==> src/rtl/ipb_pkg.sv <==
package ipb_pkg;
  // Free payload bytes left when the next write goes to address wptr.
  function automatic int room_left(input int wptr, input int depth);
    return depth - wptr;
  endfunction

  // A packet of len bytes may start only if it fits in the free space.
  function automatic logic pkt_fits(input int len, input int wptr, input int depth);
    return len <= room_left(wptr, depth);
  endfunction

  // After an end byte: seal when the table or the payload area is exhausted.
  function automatic logic must_seal(input int cnt_next, input int entries,
                                     input int wptr_next, input int depth);
    return (cnt_next >= entries) || (wptr_next >= depth);
  endfunction
endpackage

==> src/rtl/ipb_fill_ctl.sv <==
module ipb_fill_ctl #(
  parameter int DATA_W      = 8,
  parameter int DIR_ENTRIES = 4,
  parameter int DEPTH       = 28,
  parameter int ADDR_W      = 5,
  parameter int PTR_W       = 5,
  parameter int CNT_W       = 3,
  parameter int LEN_W       = 5
) (
  input  logic              clk,
  input  logic              rst_n,
  input  logic              in_valid,
  input  logic              in_sop,
  input  logic              in_eop,
  input  logic [LEN_W-1:0]  in_len,
  input  logic              bank_free,
  output logic              in_ready,
  output logic              accept,
  output logic              seal,
  output logic [CNT_W-1:0]  seal_cnt,
  output logic [CNT_W-1:0]  fill_cnt,
  output logic [PTR_W-1:0]  fill_ptr,
  output logic              dir_we,
  output logic [ADDR_W-1:0] dir_addr,
  output logic [DATA_W-1:0] dir_data,
  output logic              dat_we,
  output logic [ADDR_W-1:0] dat_addr
);
  import ipb_pkg::*;

  logic [PTR_W-1:0] wptr, wptr_nxt;
  logic [CNT_W-1:0] cnt, cnt_nxt;
  logic             hold, seal_hold, seal_end;

  // A start byte that cannot fit a non-empty batch forces the seal.
  assign hold      = in_valid && in_sop && (cnt != '0) &&
                     !pkt_fits(int'(in_len), int'(wptr), DEPTH);
  assign seal_hold = hold && bank_free;
  assign in_ready  = bank_free && !hold;
  assign accept    = in_valid && in_ready;

  assign cnt_nxt  = cnt + CNT_W'(accept && in_sop);
  assign wptr_nxt = wptr + PTR_W'(accept);
  assign seal_end = accept && in_eop &&
                    must_seal(int'(cnt_nxt), DIR_ENTRIES, int'(wptr_nxt), DEPTH);
  assign seal     = seal_hold || seal_end;
  assign seal_cnt = seal_hold ? cnt : cnt_nxt;

  // The table slot is written together with the first payload byte.
  assign dir_we   = accept && in_sop;
  assign dir_addr = ADDR_W'(cnt);
  assign dir_data = DATA_W'(wptr);
  assign dat_we   = accept;
  assign dat_addr = ADDR_W'(wptr);

  assign fill_cnt = cnt;
  assign fill_ptr = wptr;

  always_ff @(posedge clk) begin
    if (!rst_n) begin
      wptr <= PTR_W'(DIR_ENTRIES);
      cnt  <= '0;
    end else if (seal) begin
      wptr <= PTR_W'(DIR_ENTRIES);
      cnt  <= '0;
    end else begin
      wptr <= wptr_nxt;
      cnt  <= cnt_nxt;
    end
  end
endmodule

==> src/rtl/ipb_bank_ctl.sv <==
module ipb_bank_ctl #(
  parameter int CNT_W  = 3,
  parameter int NBANKS = 2
) (
  input  logic             clk,
  input  logic             rst_n,
  input  logic             seal,
  input  logic [CNT_W-1:0] seal_cnt,
  input  logic             batch_release,
  output logic             wr_bank,
  output logic             rd_bank,
  output logic [NBANKS-1:0] bank_full,
  output logic             bank_free,
  output logic             batch_ready,
  output logic [CNT_W-1:0] batch_count
);
  logic             rel_ok;
  logic [CNT_W-1:0] bank_cnt [NBANKS];

  assign batch_ready = bank_full[rd_bank];
  assign batch_count = batch_ready ? bank_cnt[rd_bank] : '0;
  assign bank_free   = !bank_full[wr_bank];
  assign rel_ok      = batch_release && batch_ready;

  for (genvar g = 0; g < NBANKS; g++) begin : g_bank
    logic             full_q;
    logic [CNT_W-1:0] cnt_q;
    always_ff @(posedge clk) begin
      if (!rst_n) begin
        full_q <= 1'b0;
        cnt_q  <= '0;
      end else begin
        if (seal && (wr_bank == 1'(g))) begin
          full_q <= 1'b1;
          cnt_q  <= seal_cnt;
        end else if (rel_ok && (rd_bank == 1'(g))) begin
          full_q <= 1'b0;
        end
      end
    end
    assign bank_full[g] = full_q;
    assign bank_cnt[g]  = cnt_q;
  end

  always_ff @(posedge clk) begin
    if (!rst_n) begin
      wr_bank <= 1'b0;
      rd_bank <= 1'b0;
    end else begin
      if (seal)   wr_bank <= ~wr_bank;
      if (rel_ok) rd_bank <= ~rd_bank;
    end
  end
endmodule

==> src/rtl/ipb_store.sv <==
module ipb_store #(
  parameter int DATA_W = 8,
  parameter int DEPTH  = 28,
  parameter int ADDR_W = 5,
  parameter int NBANKS = 2
) (
  input  logic              clk,
  input  logic              wr_bank,
  input  logic              dir_we,
  input  logic [ADDR_W-1:0] dir_addr,
  input  logic [DATA_W-1:0] dir_data,
  input  logic              dat_we,
  input  logic [ADDR_W-1:0] dat_addr,
  input  logic [DATA_W-1:0] dat_data,
  input  logic              rd_bank,
  input  logic              rd_en,
  input  logic [ADDR_W-1:0] rd_addr,
  output logic [DATA_W-1:0] rd_data
);
  logic [DATA_W-1:0] bank_rd [NBANKS];

  for (genvar g = 0; g < NBANKS; g++) begin : g_mem
    logic [DATA_W-1:0] mem [DEPTH];
    always_ff @(posedge clk) begin
      if (wr_bank == 1'(g)) begin
        if (dir_we) mem[dir_addr] <= dir_data;
        if (dat_we) mem[dat_addr] <= dat_data;
      end
    end
    assign bank_rd[g] = (int'(rd_addr) < DEPTH) ? mem[rd_addr] : '0;
  end

  always_ff @(posedge clk) begin
    if (rd_en) rd_data <= bank_rd[rd_bank];
  end
endmodule

==> src/rtl/pktbatch_buf.sv <==
module pktbatch_buf #(
  parameter int DATA_W        = 8,
  parameter int DIR_ENTRIES   = 4,
  parameter int PAYLOAD_BYTES = 24,
  localparam int DEPTH  = DIR_ENTRIES + PAYLOAD_BYTES,
  localparam int ADDR_W = $clog2(DEPTH),
  localparam int PTR_W  = $clog2(DEPTH + 1),
  localparam int CNT_W  = $clog2(DIR_ENTRIES + 1),
  localparam int LEN_W  = $clog2(PAYLOAD_BYTES + 1)
) (
  input  logic              clk,
  input  logic              rst_n,
  input  logic              in_valid,
  output logic              in_ready,
  input  logic              in_sop,
  input  logic              in_eop,
  input  logic [LEN_W-1:0]  in_len,
  input  logic [DATA_W-1:0] in_data,
  output logic              batch_ready,
  output logic [CNT_W-1:0]  batch_count,
  input  logic              rd_en,
  input  logic [ADDR_W-1:0] rd_addr,
  output logic [DATA_W-1:0] rd_data,
  input  logic              batch_release
);
  localparam int NBANKS = 2;

  // Named internal events, observed by the bound checker.
  logic              accept, seal, bank_free, wr_bank, rd_bank;
  logic [NBANKS-1:0] bank_full;
  logic [CNT_W-1:0]  seal_cnt, fill_cnt;
  logic [PTR_W-1:0]  fill_ptr;
  logic              dir_we, dat_we;
  logic [ADDR_W-1:0] dir_addr, dat_addr;
  logic [DATA_W-1:0] dir_data;

  ipb_fill_ctl #(
    .DATA_W(DATA_W), .DIR_ENTRIES(DIR_ENTRIES), .DEPTH(DEPTH),
    .ADDR_W(ADDR_W), .PTR_W(PTR_W), .CNT_W(CNT_W), .LEN_W(LEN_W)
  ) fill_i (
    .clk(clk), .rst_n(rst_n), .in_valid(in_valid), .in_sop(in_sop),
    .in_eop(in_eop), .in_len(in_len), .bank_free(bank_free),
    .in_ready(in_ready), .accept(accept), .seal(seal), .seal_cnt(seal_cnt),
    .fill_cnt(fill_cnt), .fill_ptr(fill_ptr), .dir_we(dir_we),
    .dir_addr(dir_addr), .dir_data(dir_data), .dat_we(dat_we),
    .dat_addr(dat_addr)
  );

  ipb_bank_ctl #(.CNT_W(CNT_W), .NBANKS(NBANKS)) bank_i (
    .clk(clk), .rst_n(rst_n), .seal(seal), .seal_cnt(seal_cnt),
    .batch_release(batch_release), .wr_bank(wr_bank), .rd_bank(rd_bank),
    .bank_full(bank_full), .bank_free(bank_free),
    .batch_ready(batch_ready), .batch_count(batch_count)
  );

  ipb_store #(.DATA_W(DATA_W), .DEPTH(DEPTH), .ADDR_W(ADDR_W), .NBANKS(NBANKS)) store_i (
    .clk(clk), .wr_bank(wr_bank), .dir_we(dir_we), .dir_addr(dir_addr),
    .dir_data(dir_data), .dat_we(dat_we), .dat_addr(dat_addr),
    .dat_data(in_data), .rd_bank(rd_bank), .rd_en(rd_en),
    .rd_addr(rd_addr), .rd_data(rd_data)
  );
endmodule

==> config.mk <==
export PLATFORM = sky130hd
export DESIGN_NAME = pktbatch_buf
export DESIGN_NICKNAME = d
export VERILOG_FILES = /design/src/rtl/ipb_pkg.sv /design/src/rtl/ipb_fill_ctl.sv /design/src/rtl/ipb_bank_ctl.sv /design/src/rtl/ipb_store.sv /design/src/rtl/pktbatch_buf.sv
export SDC_FILE = /design/constraint.sdc
export NUM_CORES = 1
export LEC_CHECK = 0
export CAP_MARGIN = 10
export CORE_MARGIN = 5
export CORE_UTILIZATION = 45
export CTS_BUF_LIST = sky130_fd_sc_hd__clkbuf_8 sky130_fd_sc_hd__clkbuf_16
export CTS_CLUSTER_DIAMETER = 50
export DETAILED_ROUTE_END_ITERATION = 12
export PLACE_DENSITY = 0.58
export SLEW_MARGIN = 20
export SYNTH_ARGS = -nofsm -noshare
export SYNTH_HDL_FRONTEND = slang
export SYNTH_SLANG_ARGS = --single-unit
==> constraint.sdc <==
create_clock -name clk -period 6.25 [get_ports clk]
set_input_delay 0.9375 -clock clk [delete_from_list [all_inputs] [get_ports clk]]
set_output_delay 0.9375 -clock clk [all_outputs]
set_load 0.005 [all_outputs]
Word-level counts from Yosys, hierarchy flattened
Memory sizes are Yosys's and may differ from the RTL's.
Cells that the tools add are included.
- register bits after elaboration: 26
- bits in writable memories: 448
- bits of input ports: 25
- output and inout bits: 13
- memories kept: 2
- memory list (name ; depth ; width ; rd ports ; clocked after Yosys merged registers in ; wr ports ; RTL line ; RTL):
    store_i.g_mem[0].mem ; 28 ; 8 ; 1 ; 0 ; 2 ; ipb_store.sv:23 ; logic [DATA_W-1:0] mem [DEPTH];
    store_i.g_mem[1].mem ; 28 ; 8 ; 1 ; 0 ; 2 ; ipb_store.sv:23 ;
- $add $sub $neg: 3
- $lt $le $gt $ge: 7
- muxes and demuxes: 28
- bitwise gates (word level): 4
- reduce and logical (&&, ||, !) cells: 23
- operator list (operator ; number):
    two-way mux 8 bit ; 5
    less-or-equal comparator 6 x 32 -> 1 bit ; 1
    two-way mux 1 bit ; 18
    two-way mux 3 bit ; 5
    logical AND 1 bit ; 14
    subtractor 5 x 5 -> 6 bit (first input constant) ; 1
    adder 5 x 1 -> 5 bit ; 1
    >= comparator 5 bit (second input constant) ; 1
    less-than comparator 5 bit (second input constant) ; 1
    less-than comparator 1 x 2 -> 1 bit (second input constant) ; 2
    nonzero test 2 bit ; 2
    adder 3 x 1 -> 3 bit ; 1
    >= comparator 3 bit (second input constant) ; 1
    logical NOT 1 bit ; 3
    NOT 1 bit ; 3
    nonzero test 3 bit ; 1
    >= comparator 2 bit (second input constant) ; 1
    logical OR 1 bit ; 2
    NOT 1 -> 2 bit ; 1
    OR reduction 2 bit ; 1

Logic depth before layout (Yosys ltp)
Gate-level depths: netlist of run 1.
- depth in word-level cells: 15
- depth in mapped cells: 22
- depth with buffers taken out: 18

By module
A second synthesis of run 1 with hierarchy kept.
- cell total of the unflattened synthesis: 1648
- area total of the unflattened synthesis: 25227.9 um2
- modules (own cells, without submodules) (module ; instances ; cells an instance ; area each (um2)):
    ipb_store ; 1 ; 1492 ; 23894.2
    ipb_fill_ctl ; 1 ; 102 ; 840.8
    ipb_bank_ctl ; 1 ; 54 ; 493.0

Worst setup path after synthesis of run 1
No wires, ideal clock.
- path type: reg-to-reg
- from: register fill_i.wptr[1] (netlist: fill_i.dat_addr[1])
- to: register bank_i.g_bank[1].cnt_q[1]
- arrival: 4119 ps
- path slack: 2040 ps
- stages on the path, launching flop included: 23
- buffers on the path: 4
- cell sequence: dfxtp_1 -> clkbuf_1 -> clkbuf_1 -> inv_1 -> ha_1 -> clkbuf_1 -> nor2_1 -> xor2_1 -> ha_1 -> and3_1 -> a31oi_1 -> o21ai_2 -> and4_1 -> and2_1 -> ha_1 -> ha_1 -> xnor2_1 -> o31ai_1 -> a31oi_1 -> o211ai_1 -> buf_2 -> a21oi_1 -> a311oi_1
- word-level cells in the longest chain between the ends: 14
- elaborated cells between the ends (all ways): 19
- classes of those cells: add/sub (3); order compare (3); mux (1); reduce/logical (12)
- RTL lines (what ; RTL line ; RTL):
    start: declaration ; ipb_fill_ctl.sv:31 ; logic [PTR_W-1:0] wptr, wptr_nxt;
    start signal: assignment ; ipb_fill_ctl.sv:61 ; wptr <= PTR_W'(DIR_ENTRIES);
    start signal: assignment ; ipb_fill_ctl.sv:64 ; wptr <= PTR_W'(DIR_ENTRIES);
    start signal: assignment ; ipb_fill_ctl.sv:67 ; wptr <= wptr_nxt;
    parallel branches: the longest is 14 deep, another holds less-or-equal comparator 6 x 32 -> 1 bit ; - ;
    end signal: assignment ; ipb_bank_ctl.sv:35 ; cnt_q <= seal_cnt;
    end: declaration ; ipb_bank_ctl.sv:27 ; logic [CNT_W-1:0] cnt_q;
Several ways; the timed one is not identified.
A chain may end at the register's enable or synchronous reset.

Worst setup path in the final report of run 1
- from: register fill_i.wptr[0] (netlist: fill_i.dat_addr[0])
- to: output port in_ready
- word-level cells in the longest chain between the ends: 6
- RTL lines (what ; RTL line ; RTL):
    subtractor 5 x 5 -> 6 bit ; ipb_pkg.sv:4 ; return depth - wptr;
    less-or-equal comparator 6 x 32 -> 1 bit ; ipb_pkg.sv:9 ; return len <= room_left(wptr, depth);
    logical NOT 1 bit ; ipb_fill_ctl.sv:37 ; !pkt_fits(int'(in_len), int'(wptr), DEPTH);
    logical AND 1 bit ; ipb_fill_ctl.sv:36 ; assign hold = in_valid && in_sop && (cnt != '0) &&
    logical NOT 1 bit ; ipb_fill_ctl.sv:39 ; assign in_ready = bank_free && !hold;
    logical AND 1 bit ; ipb_fill_ctl.sv:39 ;
    end: declaration ; pktbatch_buf.sv:14 ; output logic in_ready,
Every way passes these cells.

==> results.yml, run 1 <==
status:
  status: "complete, no violations"
die:
  io_pins: 38
  start_util: 0.456
  fp-row-count: 77
  die_h_um: 222
  fp.dieW_um: 222
  die_area_um2: 49200
  core_um2: 44300
grt:
  grt_max_degree: 58
  antenna_found_initial: 1
  grt_pass1_wl_um: 75600
  grt_overflow_total: 0
  grt_usage: 0.205
  grt_pass1_vias: 11100
placement:
  gp_routability_congestion: 0.796
  portBuffers: 37
  dpl_cell_area_um2: 21100
  hpwl_um: 32300
  dp_cells: 1710
logic_synthesis:
  synth_edf_count: 456
  synth-seq-cells: 474
  synth_cells: 1133
  async_reset_ff_frac: 0
  synth_cell_types: 53
  yosysSeqAreaShare: 0.696
  ys.flop_type: "edfxtp_1"
  synth.avg_cell_area_um2: 17.8
  yosysWarnings: 0
  syn-num-nets: 1171
  syn_area_um2: 20200
layout:
  synthToLayoutAreaGrowth_pct: 12.9
  final_net_count: 1211
  final_cells: 1804
  multi_input_area_um2: 5720
  drive_gt1_frac: 0.247
  diodes: 0
  regArea_um2: 14100
  finalInstanceArea_um2: 22800
  fillers: 3638
hold_path:
  hold_start: "bank_i.g_bank[0].cnt_q[1]"
  hp-class: "flip-flop to flip-flop"
setup_path:
  cp-start-kind: "flip-flop"
  cp_slowest_cell: "clkdlybuf4s50_1"
  critical_path_class: "flip-flop to primary output"
  cp.required_ns: 5.31
  cp_max_fo: 22
  critical_path_arrival_ns: 3.68
  slowest_delay_ns: 0.51
  path_cells: "buf_4, inv_1, ha_1, nor2_1, xor2_1, ha_1, and3_1, o21a_1, o21ai_2, and3_1, clkdlybuf4s50_1"
  startpoint: "fill_i.dat_addr[0]"
  r2r-start: "fill_i.dat_addr[0]"
  worst_setup_path_end_kind: "primary output"
clock_tree:
  cts.reportedPaths.clkPinSlew_ns: 0.05
  cts_tree: "built"
  cts_sinks: 474
  holdBufCountCts: 0
  cts-root-buf: "clkbuf_16"
  cts_setup_buffers: 0
  numCtsBuffers: 53
  cts_resized: 0
  insertion_delay_ns: 0.59
  clk_path_buf_depth: 3
  htreeDepth: 2
sta:
  timing.hold.ws_ns: 0.514
  setup_tns_ns: 0
  period_needed_ns: 4.61
  relSlewSlack: 0.246
  setup_violations: 0
  final_max_slew_viol_count: 0
  worstMarginPinSlew_ns: 1.13
  period_share: 0.738
  fmax_mhz: 217
  finClkSkew_ns: 0.0141
  finalHoldViolCount: 0
  rsz0062_at_grt: "no"
pwr:
  leakage_nw: 7.32
  power_mw: 6.96
  p_per_area_nw_per_um2: 305
  peakVddDrop_v: 0.000184
detailed_routing:
  vias: 10700
  avgViaCountPerCell: 5.92
  drtIter0Drc: 1006
  drt_wl_total_um: 50300
  wire_per_inst_um: 27.9
  first_pass_iters: 5
  ant_nets: 0
  drcViolationCount: 0
run:
  maxCapViolCount: 0
## state kept, by name, summed over array words and instances (netlist names)
signal                flops
fill_i.dat_addr           5
bank_i.rd_bank            1
bank_i.wr_bank            1
store_i.rd_data           8
store_i.g_mem.mem       448
bank_i.g_bank.full_q      2
fill_i.fill_cnt           3
bank_i.g_bank.cnt_q       6
## placed cells by master (no fill, tap or decap), types with 6 or more instances in the layout
| master | count |
|---|---|
| edfxtp_1 | 456 |
| mux4_2 | 124 |
| nor2_1 | 106 |
| clkbuf_16 | 54 |
| mux2_2 | 46 |
| nand2_1 | 39 |
| o21bai_1 | 36 |
| buf_4 | 28 |
| clkdlybuf4s50_1 | 27 |
| inv_1 | 20 |
| mux2i_1 | 20 |
| nand3_1 | 18 |
| dfxtp_1 | 18 |
| o21ai_0 | 17 |
| a21oi_1 | 17 |
| and2_1 | 15 |
| nor2b_1 | 13 |
| ha_1 | 13 |
| clkinv_1 | 12 |
| a211oi_1 | 11 |
| o21a_1 | 10 |
| clkinv_2 | 8 |
| nand2b_1 | 7 |
| a31oi_1 | 6 |
| nand2_2 | 6 |
| a21o_1 | 6 |
| buf_2 | 6 |
## cell type report
| type | instances | share of cell area |
|---|---|---|
| clock buffers | 54 | 0.0593 |
| clock inverters | 40 | 0.0148 |
| inverters | 14 | 0.00231 |
| multi-input cells | 567 | 0.251 |
| flip-flops and latches | 474 | 0.617 |
| well taps | 592 | 0.0325 |
| repair buffers | 63 | 0.0232 |
## kinds of logic after synthesis
kind of cell               count (synthesis)  synth area share
and+or+nand+nor                          229            0.0541
muxes                                    190             0.174
buffers and inverters                     92            0.0206
adders and majority gates                 13           0.00806
AOI/OAI and AO/OA                        129            0.0446
DFF                                      474             0.696
xor gates and xnor gates                   6           0.00260
## through the flow
step | util | worst slack, ns
after detailed placement | 0.476 | 1.60
after CTS | 0.514 | 1.54
after global routing | 0.514 | 1.26
after global placement | 0.476 | 1.68
after floorplan | - | 2.04
final | 0.514 | 1.64
## synthesized netlist by cell type (all sizes together) (2+ instances only)
cell	instances	area [um2]
dfxtp	18	360
nand2b	7	43.8
nor4	2	25.0
a32oi	4	35.0
nor3b	3	27.5
inv	13	48.8
o211ai	2	15.0
nand3	18	90.1
or2	4	25.0
and2	15	93.8
a21boi	2	15.0
mux4	124	2790
a21oi	17	85.1
nand4	2	25.0
nand3b	4	30.0
edfxtp	456	13700
mux2	46	518
nor2	106	398
xnor2	5	43.8
a31oi	6	37.5
o21bai	36	270
a211oi	11	82.6
a21o	6	45.0
and4	4	35.0
nand2	45	184
mux2i	20	200
o21a	10	75.1
a22oi	5	37.5
nor2b	13	81.3
clkbuf	40	151
o21ai	18	93.8
and3	2	12.5
nor3	3	15.0
ha	13	163
a221o	2	20.0
a311oi	4	35.0
buf	38	211
## path summary, 6_finish.rpt
path / endpoint / slack [ns] / depth (start not counted)
setup / recovery: in_ready / 1.64 / 11
hold / removal: bank_i.g_bank[0].cnt_q[1] / 0.51 / 2
setup reg to reg: store_i.g_mem[1].mem[23][6] / 1.65 / 12
hold reg to reg: bank_i.g_bank[0].cnt_q[1] / 0.51 / 2
## metal layers
layer / track usage / part of all wire / vias up
met1: 0.293 / 0.44 / 5645
li1: - / - / 4603
met3: 0.0365 / 0.059 / 65
met5: 0 / 0.00026 / -
met2: 0.328 / 0.48 / 369
met4: 0.0601 / 0.025 / 2
## report_power, final
part	internal [mW]	total (mW)	switching [mW]
Sequential	3.51	3.52	0.00903
Clock	1.77	3.00	1.23
Combinational	0.173	0.440	0.267
## critical path: cells and delay by family, from the launching register on
kind | cells | cell delay (ns)
AO/OA/AOI/OAI | 2 | 0.45
XOR/XNOR | 1 | 0.18
AND/OR/NAND/NOR | 3 | 0.64
adder cells (fa/ha/maj) | 2 | 0.65
flip-flops | 1 | 0.31
buffers and inverters | 3 | 0.87
Power figures use the tool's default switching activity.
==> inputs of run 2 (changes only) <==
==> constraint.sdc (replaced) <==
create_clock -name clk -period 4.7 [get_ports clk]
set_input_delay 0.705 -clock clk [delete_from_list [all_inputs] [get_ports clk]]
set_output_delay 0.705 -clock clk [all_outputs]
set_load 0.005 [all_outputs]
==> run 2 against run 1 <==
Die area is the same; sequential power is 33% higher; via count grew 0.78%; clock power is 32% higher; setup slack worse by 1.1 ns.
==> results.yml, run 2 (synthesis results as in run 1) <==
status:
  status: "complete, no violations"
grt:
  grt_pass1_vias: 11300
  grt_usage: 0.200
  grt_pass1_wl_um: 73700
  grt_overflow_total: 0
  grt_max_degree: 57
  antenna_found_initial: 4
clock_tree:
  cts-root-buf: "clkbuf_16"
  htreeDepth: 2
  cts.reportedPaths.clkPinSlew_ns: 0.06
  numCtsBuffers: 52
  cts_sinks: 474
  holdBufCountCts: 0
  clk_path_buf_depth: 3
  insertion_delay_ns: 0.59
  cts_tree: "built"
  cts_setup_buffers: 0
  cts_resized: 0
placement:
  place_ws_ns: 0.326
  portBuffers: 37
  gp_routability_congestion: 0.799
  hpwl_um: 31500
  dp_cells: 1772
  dpl_cell_area_um2: 21600
sta:
  layout_setup_ws_ns: 0.509
  setup_violations: 0
  relSlewSlack: 0.272
  period_share: 0.892
  period_needed_ns: 4.19
  rsz0062_at_grt: "no"
  worstMarginPinSlew_ns: 1.09
  finalHoldViolCount: 0
  timing.hold.ws_ns: 0.523
  final_max_slew_viol_count: 0
  finClkSkew_ns: 0.0190
  setup_tns_ns: 0
  fmax_mhz: 239
layout:
  reg_top3: "store_i.g_mem.mem: 448 flops, store_i.rd_data: 8 flops, bank_i.g_bank.cnt_q: 6 flops"
  final_cell_mix: "edfxtp_1, mux4_2, nor2_1, buf_4, clkbuf_16"
  final_common_cell: "edfxtp_1"
  diodes: 0
  synthToLayoutAreaGrowth_pct: 15.4
  finalInstanceArea_um2: 23300
  drive_gt1_frac: 0.287
  final_cells: 1869
  largest_reg_flops: 448
  largest-register: "store_i.g_mem.mem"
  final_net_count: 1272
die:
  fp.dieW_um: 222
  fp-row-count: 77
  die_area_um2: 49200
  core_um2: 44300
  die_h_um: 222
  io_pins: 38
  start_util: 0.456
setup_path:
  critical_path_arrival_ns: 4.65
  worst_setup_path_end_kind: "flip-flop"
  cp-start-kind: "flip-flop"
  slowest_delay_ns: 0.56
  cp.required_ns: 5.16
  critical_path_class: "flip-flop to flip-flop"
  cp_common_cell: "ha_1"
  path_cells: "inv_1, ha_1, nor2_1, xor2_1, ha_1, and3_1, a31oi_1, o21ai_2, and4_1, and2_1, ha_1, ha_1, xnor2_1, o31ai_1, a31oi_1, o211ai_1, buf_4, a21oi_1, nand3_1"
  cp_slowest_cell: "dfxtp_1"
  cp_max_fo: 14
detailed_routing:
  wire_per_inst_um: 26.1
  ant_nets: 0
  drtIter0Drc: 901
  drt_wl_total_um: 48700
  first_pass_iters: 6
  drcViolationCount: 0
  vias: 10800
  avgViaCountPerCell: 5.76
pwr:
  peakVddDrop_v: 0.000271
  p_per_area_nw_per_um2: 397
  leakage_nw: 7.67
hold_path:
  hp-class: "flip-flop to flip-flop"
run:
  maxCapViolCount: 0
-- run 2: cell types whose count changed in the layout (fill, tap and decap cells not counted), sizes merged --
cell,delta
bufinv,-1
clkinvlp,+1
clkdlybuf4s50,+1
clkinv,+2
inv,+1
buf,+61
-- run 2: metal layers --
layer | part of all wire | GRT usage
met2 | 0.49 | 0.326
met1 | 0.43 | 0.279
met5 | 0.00084 | 0
met4 | 0.023 | 0.0569
met3 | 0.056 | 0.0369
-- run 2: final cells by class --
cell class                      count  area, um2
Fill cell                        3655      21000
Clock buffer                       54       1350
Timing Repair Buffer              125       1040
Clock inverter                     43        344
Sequential cell                   474      14100
Inverter                           14       52.6
Tap cell                          592        741
Multi-Input combinational cell    567       5720
-- run 2: critical path, delay by kind of cell, from the launching register on --
kind	cells	cell delay, ns
buf+inv	2	0.32
xor+xnor	2	0.36
compound gates	6	1.14
simple gates	5	0.82
fa+ha+maj	4	0.86
flops	1	0.56
-- run 2: worst paths after layout --
kind,startpoint,end,slack [ns],cells past startpoint
min reg2reg,bank_i.g_bank[0].full_q,bank_i.g_bank[0].full_q,0.52,2
max,fill_i.dat_addr[1],fill_i.dat_addr[2],0.51,19
max reg2reg,fill_i.dat_addr[1],fill_i.dat_addr[2],0.51,19
min,bank_i.g_bank[0].full_q,bank_i.g_bank[0].full_q,0.52,2
-- run 2: power by group --
group | switching [mW] | internal [mW] | leakage [nW]
combinational | 0.345 | 0.242 | 2.49
clock | 1.66 | 2.31 | 0.851
sequential | 0.0158 | 4.67 | 4.32
-- run 2: through the flow --
stage | util | total power, mW
after global routing | 0.526 | 9.56
after global placement | 0.487 | 5.36
after floorplan | - | 5.11
after CTS | 0.526 | 9.33
after detailed placement | 0.487 | 5.36
final | 0.526 | 9.24
==> inputs of run 3 (changes only) <==
--- a/config.mk
+++ b/config.mk
@@ -12,6 +12,7 @@
 export CTS_CLUSTER_DIAMETER = 50
 export DETAILED_ROUTE_END_ITERATION = 12
 export PLACE_DENSITY = 0.58
+export SKIP_LAST_GASP = 1
 export SLEW_MARGIN = 20
 export SYNTH_ARGS = -nofsm -noshare
 export SYNTH_HDL_FRONTEND = slang
==> results of run 3 <==
The final DEF is identical to that of run 2; final timing and power are the same.
